### src/rtl/smb_cfg_pkg.sv
package smb_cfg_pkg;
  localparam int NUM_REGS = 3;
  localparam int FSEL_W   = 3;
  localparam int HDR_BYTES = 3;  // address, command, count
  localparam int BIT_CPU  = 4;
  localparam int BIT_PCI  = 3;
  localparam int BIT_MULT = 7;

  // writable bits of each register, and their power-on values
  localparam logic [7:0] WMASK   [NUM_REGS] = '{8'hE8, 8'h7F, 8'hFF};
  localparam logic [7:0] RST_VAL [NUM_REGS] = '{8'h08, 8'h07, 8'h00};

  typedef enum logic [2:0] {
    ST_IDLE, ST_RX, ST_ACK_WAIT, ST_ACK, ST_TX, ST_TX_ACK
  } bus_st_e;

  typedef struct packed {
    logic scl;
    logic sda;
    logic scl_rise;
    logic scl_fall;
    logic start;
    logic stop;
  } bus_ev_t;
endpackage

### src/rtl/smb_bus_sync.sv
module smb_bus_sync import smb_cfg_pkg::*; #(
  parameter int SYNC_STAGES = 2
) (
  input  logic    clk_i,
  input  logic    rst_ni,
  input  logic    scl_i,
  input  logic    sda_i,
  output bus_ev_t ev_o
);
  logic [SYNC_STAGES-1:0] scl_ff, sda_ff;
  logic scl_d, sda_d, scl_s, sda_s;

  always_ff @(posedge clk_i or negedge rst_ni) begin
    if (!rst_ni) begin
      scl_ff <= '1;
      sda_ff <= '1;
      scl_d  <= 1'b1;
      sda_d  <= 1'b1;
    end else begin
      scl_ff <= {scl_ff[SYNC_STAGES-2:0], scl_i};
      sda_ff <= {sda_ff[SYNC_STAGES-2:0], sda_i};
      scl_d  <= scl_s;
      sda_d  <= sda_s;
    end
  end

  assign scl_s = scl_ff[SYNC_STAGES-1];
  assign sda_s = sda_ff[SYNC_STAGES-1];

  always_comb begin
    ev_o.scl      = scl_s;
    ev_o.sda      = sda_s;
    ev_o.scl_rise = scl_s & ~scl_d;
    ev_o.scl_fall = ~scl_s & scl_d;
    ev_o.start    = scl_s & scl_d & sda_d & ~sda_s;
    ev_o.stop     = scl_s & scl_d & ~sda_d & sda_s;
  end
endmodule

### src/rtl/smb_reg_bank.sv
module smb_reg_bank import smb_cfg_pkg::*; #(
  localparam int IDX_W = $clog2(NUM_REGS)
) (
  input  logic                         clk_i,
  input  logic                         rst_ni,
  input  logic                         wr_en_i,
  input  logic [IDX_W-1:0]             wr_idx_i,
  input  logic [7:0]                   wr_data_i,
  input  logic [FSEL_W-1:0]            fsel_i,
  input  logic                         cpu_stop_i,
  input  logic                         pci_stop_i,
  input  logic                         mult_sel_i,
  output logic [NUM_REGS-1:0][7:0]     rd_o
);
  logic [7:0] st_q [NUM_REGS];

  for (genvar g = 0; g < NUM_REGS; g++) begin : g_reg
    always_ff @(posedge clk_i or negedge rst_ni) begin
      if (!rst_ni) st_q[g] <= RST_VAL[g];
      else if (wr_en_i && wr_idx_i == IDX_W'(g))
        st_q[g] <= (st_q[g] & ~WMASK[g]) | (wr_data_i & WMASK[g]);
    end

    AST_REG_HOLD: assert property (@(posedge clk_i) disable iff (!rst_ni)
      !(wr_en_i && wr_idx_i == IDX_W'(g)) |=> $stable(st_q[g]));
  end

  always_comb begin
    for (int i = 0; i < NUM_REGS; i++) rd_o[i] = st_q[i] & WMASK[i];
    rd_o[0][FSEL_W-1:0] = fsel_i;
    rd_o[0][BIT_CPU]    = cpu_stop_i;
    rd_o[0][BIT_PCI]    = st_q[0][BIT_PCI] & pci_stop_i;
    rd_o[1][BIT_MULT]   = mult_sel_i;
  end

  AST_WR_IN_RANGE: assert property (@(posedge clk_i) disable iff (!rst_ni)
    wr_en_i |-> (int'(wr_idx_i) < NUM_REGS));
endmodule

### src/rtl/smb_byte_engine.sv
module smb_byte_engine import smb_cfg_pkg::*; #(
  parameter logic [6:0] DEV_ADDR = 7'h69,
  localparam int IDX_W = $clog2(NUM_REGS),
  localparam int CNT_W = $clog2(NUM_REGS + HDR_BYTES + 1)
) (
  input  logic                     clk_i,
  input  logic                     rst_ni,
  input  bus_ev_t                  ev_i,
  input  logic [NUM_REGS-1:0][7:0] rd_i,
  output logic                     sda_oe_o,
  output logic                     wr_en_o,
  output logic [IDX_W-1:0]         wr_idx_o,
  output logic [7:0]               wr_data_o
);
  bus_st_e          st;
  logic [2:0]       bit_cnt;
  logic [7:0]       shreg, full, addr_q;
  logic [CNT_W-1:0] byte_idx, data_pos;
  logic             mack;

  // item 0 is the count byte, then the registers, then zeros
  function automatic logic [7:0] tx_pick(input logic [CNT_W-1:0] item,
                                         input logic [NUM_REGS-1:0][7:0] rd);
    logic [7:0] r;
    r = (item == '0) ? 8'(NUM_REGS) : 8'h00;
    for (int k = 0; k < NUM_REGS; k++)
      if (int'(item) == k + 1) r = rd[k];
    return r;
  endfunction

  assign full     = {shreg[6:0], ev_i.sda};
  assign data_pos = byte_idx - CNT_W'(HDR_BYTES);

  always_ff @(posedge clk_i or negedge rst_ni) begin
    if (!rst_ni) begin
      st        <= ST_IDLE;
      bit_cnt   <= '0;
      shreg     <= '0;
      addr_q    <= '0;
      byte_idx  <= '0;
      mack      <= 1'b0;
      wr_en_o   <= 1'b0;
      wr_idx_o  <= '0;
      wr_data_o <= '0;
    end else begin
      wr_en_o <= 1'b0;
      if (ev_i.start) begin
        st       <= ST_RX;
        bit_cnt  <= '0;
        byte_idx <= '0;
      end else if (ev_i.stop) begin
        st <= ST_IDLE;
      end else begin
        unique case (st)
          ST_RX: if (ev_i.scl_rise) begin
            shreg   <= full;
            bit_cnt <= bit_cnt + 3'd1;
            if (bit_cnt == 3'd7) begin
              if (byte_idx == '0) begin
                addr_q <= full;
                st     <= (full[7:1] == DEV_ADDR) ? ST_ACK_WAIT : ST_IDLE;
              end else begin
                st <= ST_ACK_WAIT;
                if (byte_idx >= CNT_W'(HDR_BYTES) && data_pos < CNT_W'(NUM_REGS)) begin
                  wr_en_o   <= 1'b1;
                  wr_idx_o  <= IDX_W'(data_pos);
                  wr_data_o <= full;
                end
              end
              if (byte_idx != '1) byte_idx <= byte_idx + 1'b1;
            end
          end
          ST_ACK_WAIT: if (ev_i.scl_fall) st <= ST_ACK;
          ST_ACK: if (ev_i.scl_fall) begin
            bit_cnt <= '0;
            if (addr_q[0]) begin
              shreg <= tx_pick(byte_idx - 1'b1, rd_i);
              st    <= ST_TX;
              if (byte_idx != '1) byte_idx <= byte_idx + 1'b1;
            end else begin
              st <= ST_RX;
            end
          end
          ST_TX: if (ev_i.scl_fall) begin
            if (bit_cnt == 3'd7) st <= ST_TX_ACK;
            else begin
              shreg   <= {shreg[6:0], 1'b0};
              bit_cnt <= bit_cnt + 3'd1;
            end
          end
          ST_TX_ACK: begin
            if (ev_i.scl_rise) mack <= ~ev_i.sda;
            if (ev_i.scl_fall) begin
              if (mack) begin
                shreg   <= tx_pick(byte_idx - 1'b1, rd_i);
                bit_cnt <= '0;
                st      <= ST_TX;
                if (byte_idx != '1) byte_idx <= byte_idx + 1'b1;
              end else begin
                st <= ST_IDLE;
              end
            end
          end
          default: ;
        endcase
      end
    end
  end

  // open drain: only a pull-down request leaves this block
  assign sda_oe_o = (st == ST_ACK) || (st == ST_TX && !shreg[7]);

  AST_OE_SCL_LOW: assert property (@(posedge clk_i) disable iff (!rst_ni)
    (sda_oe_o != $past(sda_oe_o)) |-> !ev_i.scl);

  AST_ADDR_ACK_MATCH: assert property (@(posedge clk_i) disable iff (!rst_ni)
    (st == ST_ACK && byte_idx == CNT_W'(1)) |-> (addr_q[7:1] == DEV_ADDR));

  AST_TX_ONLY_READ: assert property (@(posedge clk_i) disable iff (!rst_ni)
    (st == ST_TX) |-> addr_q[0]);
endmodule

### src/rtl/smb_cfg_slave.sv
module smb_cfg_slave import smb_cfg_pkg::*; #(
  parameter logic [6:0] DEV_ADDR    = 7'h69,
  parameter int         SYNC_STAGES = 2
) (
  input  logic              clk_i,
  input  logic              rst_ni,
  input  logic              scl_i,
  input  logic              sda_i,
  output logic              sda_oe_o,
  input  logic [FSEL_W-1:0] fsel_i,
  input  logic              cpu_stop_i,
  input  logic              pci_stop_i,
  input  logic              mult_sel_i,
  output logic [7:0]        cfg_reg0_o,
  output logic [7:0]        cfg_reg1_o,
  output logic [7:0]        cfg_reg2_o
);
  localparam int IDX_W = $clog2(NUM_REGS);

  bus_ev_t                  ev;
  logic [NUM_REGS-1:0][7:0] rd;
  logic                     wr_en;
  logic [IDX_W-1:0]         wr_idx;
  logic [7:0]               wr_data;

  smb_bus_sync #(.SYNC_STAGES(SYNC_STAGES)) i_sync (
    .clk_i, .rst_ni, .scl_i, .sda_i, .ev_o(ev)
  );

  smb_byte_engine #(.DEV_ADDR(DEV_ADDR)) i_engine (
    .clk_i, .rst_ni, .ev_i(ev), .rd_i(rd), .sda_oe_o,
    .wr_en_o(wr_en), .wr_idx_o(wr_idx), .wr_data_o(wr_data)
  );

  smb_reg_bank i_bank (
    .clk_i, .rst_ni, .wr_en_i(wr_en), .wr_idx_i(wr_idx), .wr_data_i(wr_data),
    .fsel_i, .cpu_stop_i, .pci_stop_i, .mult_sel_i, .rd_o(rd)
  );

  assign cfg_reg0_o = rd[0];
  assign cfg_reg1_o = rd[1];
  assign cfg_reg2_o = rd[2];
endmodule

### config.mk
export PLATFORM = sky130hd
export DESIGN_NAME = smb_cfg_slave
export DESIGN_NICKNAME = d
export VERILOG_FILES = /design/src/rtl/smb_cfg_pkg.sv /design/src/rtl/smb_bus_sync.sv /design/src/rtl/smb_reg_bank.sv /design/src/rtl/smb_byte_engine.sv /design/src/rtl/smb_cfg_slave.sv
export SDC_FILE = /design/constraint.sdc
export NUM_CORES = 1
export LEC_CHECK = 0
export ABC_CLOCK_PERIOD_IN_PS = 2300
export BUFFER_PORTS_ARGS = -buffer_cell sky130_fd_sc_hd__buf_4
export CORE_MARGIN = 5
export CORE_UTILIZATION = 58
export DETAILED_ROUTE_END_ITERATION = 8
export PLACE_DENSITY = 0.83
export SLEW_MARGIN = 20
export SYNTH_ARGS = -nofsm -noshare
export SYNTH_HDL_FRONTEND = slang
export SYNTH_SLANG_ARGS = --single-unit
### constraint.sdc
create_clock -name clk_i -period 2.3 [get_ports clk_i]
set_input_delay 0.23 -clock clk_i [delete_from_list [all_inputs] [get_ports clk_i]]
set_output_delay 0.23 -clock clk_i [all_outputs]
set_load 0.02 [all_outputs]
==> impl_results.md <==
- Outcome: finished clean
- Max_slew headroom: 46.0%
- Number of synthesized flops with an enable pin: 0
- Post-Synthesis Cell Area: 3060 um^2
- Die area: 6820 um^2
- Final cycle utilization of the critical path: 91.1%
- Slowest CP cell: dfrtp_1
- Setup WS pre-CTS: 202 ps
- Simple-Gate Fraction of Synth Area: 10.8%
- PwrDens: 597 nW/um^2
- Nets: 304
- First-pass GRT wire length: 9.88 mm
- Vias in the first global route: 1,999
- Crit path DAT: 2360 ps
- Max Cap Viol: 0
- Worst Hold Class: input pin to flop
- Primary FF master, synth: dfrtp_1
- VDD IR-drop max: 0.000379 V
- GRT overflow: 0
- FFs w/ async S/R, synth: 100%
- Most common cell in the netlist: dfrtp_1
- Peak Freq: 0.477 GHz
- H-Tree Depth: 2
- Main area contributors after synthesis: dfrtp_1 (37%), mux2_2 (12%), dfstp_2 (8.6%), buf_4 (5.9%), mux2_4 (4.4%)
- Largest net degree at the start of global routing: 56
- Post-CTS Setup Repair Bufs: 0
- Max Buffers Root-to-Sink: 2
- Share of layout cells above drive strength 1: 38.2%
- DRT iter0 DRCs: 186
- Static Leak: 1.60 nW
- Seq/Total Area, Yosys: 45.4%
- Fin crit period: 2090 ps
- Total track usage: 19.3%
- Routed WL per cell: 17.0 um
- Worst-Margin Slew: 800 ps
- CTS tree: yes
- Complex-gate fraction of the synthesized area: 13.2%
- Crit-path max FO: 16
- Adder-Cell Fraction of Synth Area: 4.09%
- Root Driver: clkbuf_8
- Row cnt: 26
- CTS clk-pin slew, worst paths: 100 ps
- TritonRoute pass-1 iters: 4
- Fillers: 401
- Setup TNS Final: 0 ps
- Synthesized flop and latch total: 55
- Required @ worst endpoint: 2560 ps
- Syn Area/Cell: 11.5 um^2
- CTS Sinks: 55
- Die Span Y: 82.6 um
- # resized after CTS: 0
- Num CTS Buffers: 5
- Avg Vias per Cell: 5.85
- Initial Util: 59.9%
- DRT Wirelength: 6.04 mm
- Via count: 2,076
- CORE AREA: 5110 um^2
- Top Ports: 35
- Critical Path Max Stage Delay: 630 ps
- Multiplexer area fraction after synthesis: 16.9%
- Cells after Synth: 266
- Post-synth top cells: dfrtp_1 (45), mux2_2 (33), buf_4 (24), nand2_1 (13), o21ai_0 (12)
- Yosys warns: 0
- Slew Viols, Final: 0
- Drc violations: 0
- Area growth, synth to finish: 9.21%
- Cell taking the most area after synthesis: dfrtp_1
- Setup violators final: 0
- Crit path cell chain: nor2b_1 -> o21ai_0 -> nor2_1 -> a22o_1 -> mux2_2
- Worst setup EP type: flop
- Final WS setup: 205 ps
- Final Skew: 12.7 ps
- Routability-driven placement congestion ratio: 0.863
- # hold bufs at CTS: 1
- Top-area cell type share of the netlist area: 36.8%
- DIE WIDTH: 82.6 um
- Final hold vios: 0
- Port Buf Inserts: 34
- N_diodes: 0
- RSZ-0062 raised after global routing: no
- Final Power: 0.00199 W
- Later-pin clock latency in the skew report: 310 ps
- Netlist cell types: 51
- Main combinational cell family by area after synthesis: multiplexers
- XOR/XNOR Fraction of Synth Area: 0.859%
- Syn_nets: 286
- Routed Antenna Nets: 0
- CP startpoint kind: flop
- Worst setup path class: flop to flop
- Initial antenna violation count: 0
- Post-DP HPWL: 4.32 mm
==> metrics by stage <==
step | hold WS (ps) | cell area (um^2) | std cells | utilization (%)
finish | 27.1 | 3340 | 355 | 65.4
CTS | 17.6 | 3340 | 355 | 65.4
global placement | 307 | 3240 | 346 | 63.4
floorplan | -65.6 | 3060 | 266 | -
detailed placement | 318 | 3240 | 346 | 63.4
global route | 3.33 | 3340 | 355 | 65.4
==> routing by layer <==
metal	routed length, um	global-route usage, %	vias up	share of wire (%)
li1	-	-	983	-
met2	2970	30.6	66	49
met5	0	0	-	0
met3	264	4.12	7	4.4
met1	2740	26.8	1020	45
met4	63	5.56	0	1.0
==> sequential cells by signal (all words and copies together) (netlist names) <==
register            cells
i_engine.wr_idx_o       2
i_bank.st_q             1
i_engine.shreg          8
i_bank.rd_o            18
i_sync.sda_ff           2
i_engine.addr_q         1
i_sync.sda_d            1
i_sync.scl_d            1
i_engine.wr_data_o      8
i_sync.scl_ff           2
i_engine.st             3
i_engine.byte_idx       3
i_engine.wr_en_o        1
i_engine.mack           1
i_engine.bit_cnt        3
==> critical path, delay by kind of cell, from the launching register on <==
kind,cells,cell delay (ps)
and+or+nand+nor,2,820
DFF,1,630
muxes,1,150
AOI/OAI and AO/OA,2,450
==> cells in the final DEF, fill, tap and decap left out, types with 3 or more instances in the layout <==
cell type / count
mux2_2: 33
mux2_4: 9
o21ai_0: 12
nand2_1: 13
nand3b_1: 3
dfstp_2: 10
o31ai_1: 4
inv_1: 7
a21oi_1: 4
nand2b_1: 3
nor2_1: 9
buf_4: 44
nand3_1: 5
a22o_1: 7
nor3_1: 5
dfrtp_1: 45
clkbuf_8: 5
a211oi_1: 5
nor2b_1: 7
a22oi_1: 6
ha_1: 10
==> area by class of cell <==
class	count	area, um^2	area share [%]
multi-input combinational	169	1400	42.0
sequential	55	1390	41.6
timing repair buffer	45	340	10.2
tap	70	87.6	2.62
clock buffer	6	72.6	2.17
inverter	8	30.0	0.899
clock inverter	2	17.5	0.525
==> cell families after synthesis <==
logic type / after synthesis
muxes: 43
AOI/OAI and AO/OA: 54
DFF: 55
and+or+nand+nor: 59
buffers and inverters: 42
adders and majority gates: 10
xor gates and xnor gates: 3
==> final timing paths <==
path	startpoint	end	slack, ps	depth (start not counted)
worst max-delay path	i_engine.st[2]$_DFFE_PN0P_	i_engine.shreg[4]$_DFFE_PN0P_	210	5
worst min-delay path	scl_i	i_sync.scl_ff[0]$_DFF_PN1_	30	1
worst max register to register	i_engine.st[2]$_DFFE_PN0P_	i_engine.shreg[4]$_DFFE_PN0P_	210	5
worst min register to register	i_sync.scl_ff[0]$_DFF_PN1_	i_sync.scl_ff[1]$_DFF_PN1_	360	0
max in group asynchronous	rst_ni	i_engine.st[1]$_DFFE_PN0P_	1360	2
min in group asynchronous	rst_ni	i_bank.rd_o[7]$_DFFE_PN0P_	480	2
==> power breakdown <==
| group | internal, W | total [W] | switching [W] | leakage [nW] |
|---|---|---|---|---|
| registers | 0.00104 | 0.00112 | 0.0000749 | 0.721 |
| clock network | 0.000219 | 0.000536 | 0.000317 | 0.0454 |
| logic | 0.000172 | 0.000339 | 0.000167 | 0.830 |
| total | 0.00144 | 0.00199 | 0.000558 | 1.60 |
Power figures use the tool's default switching activity.
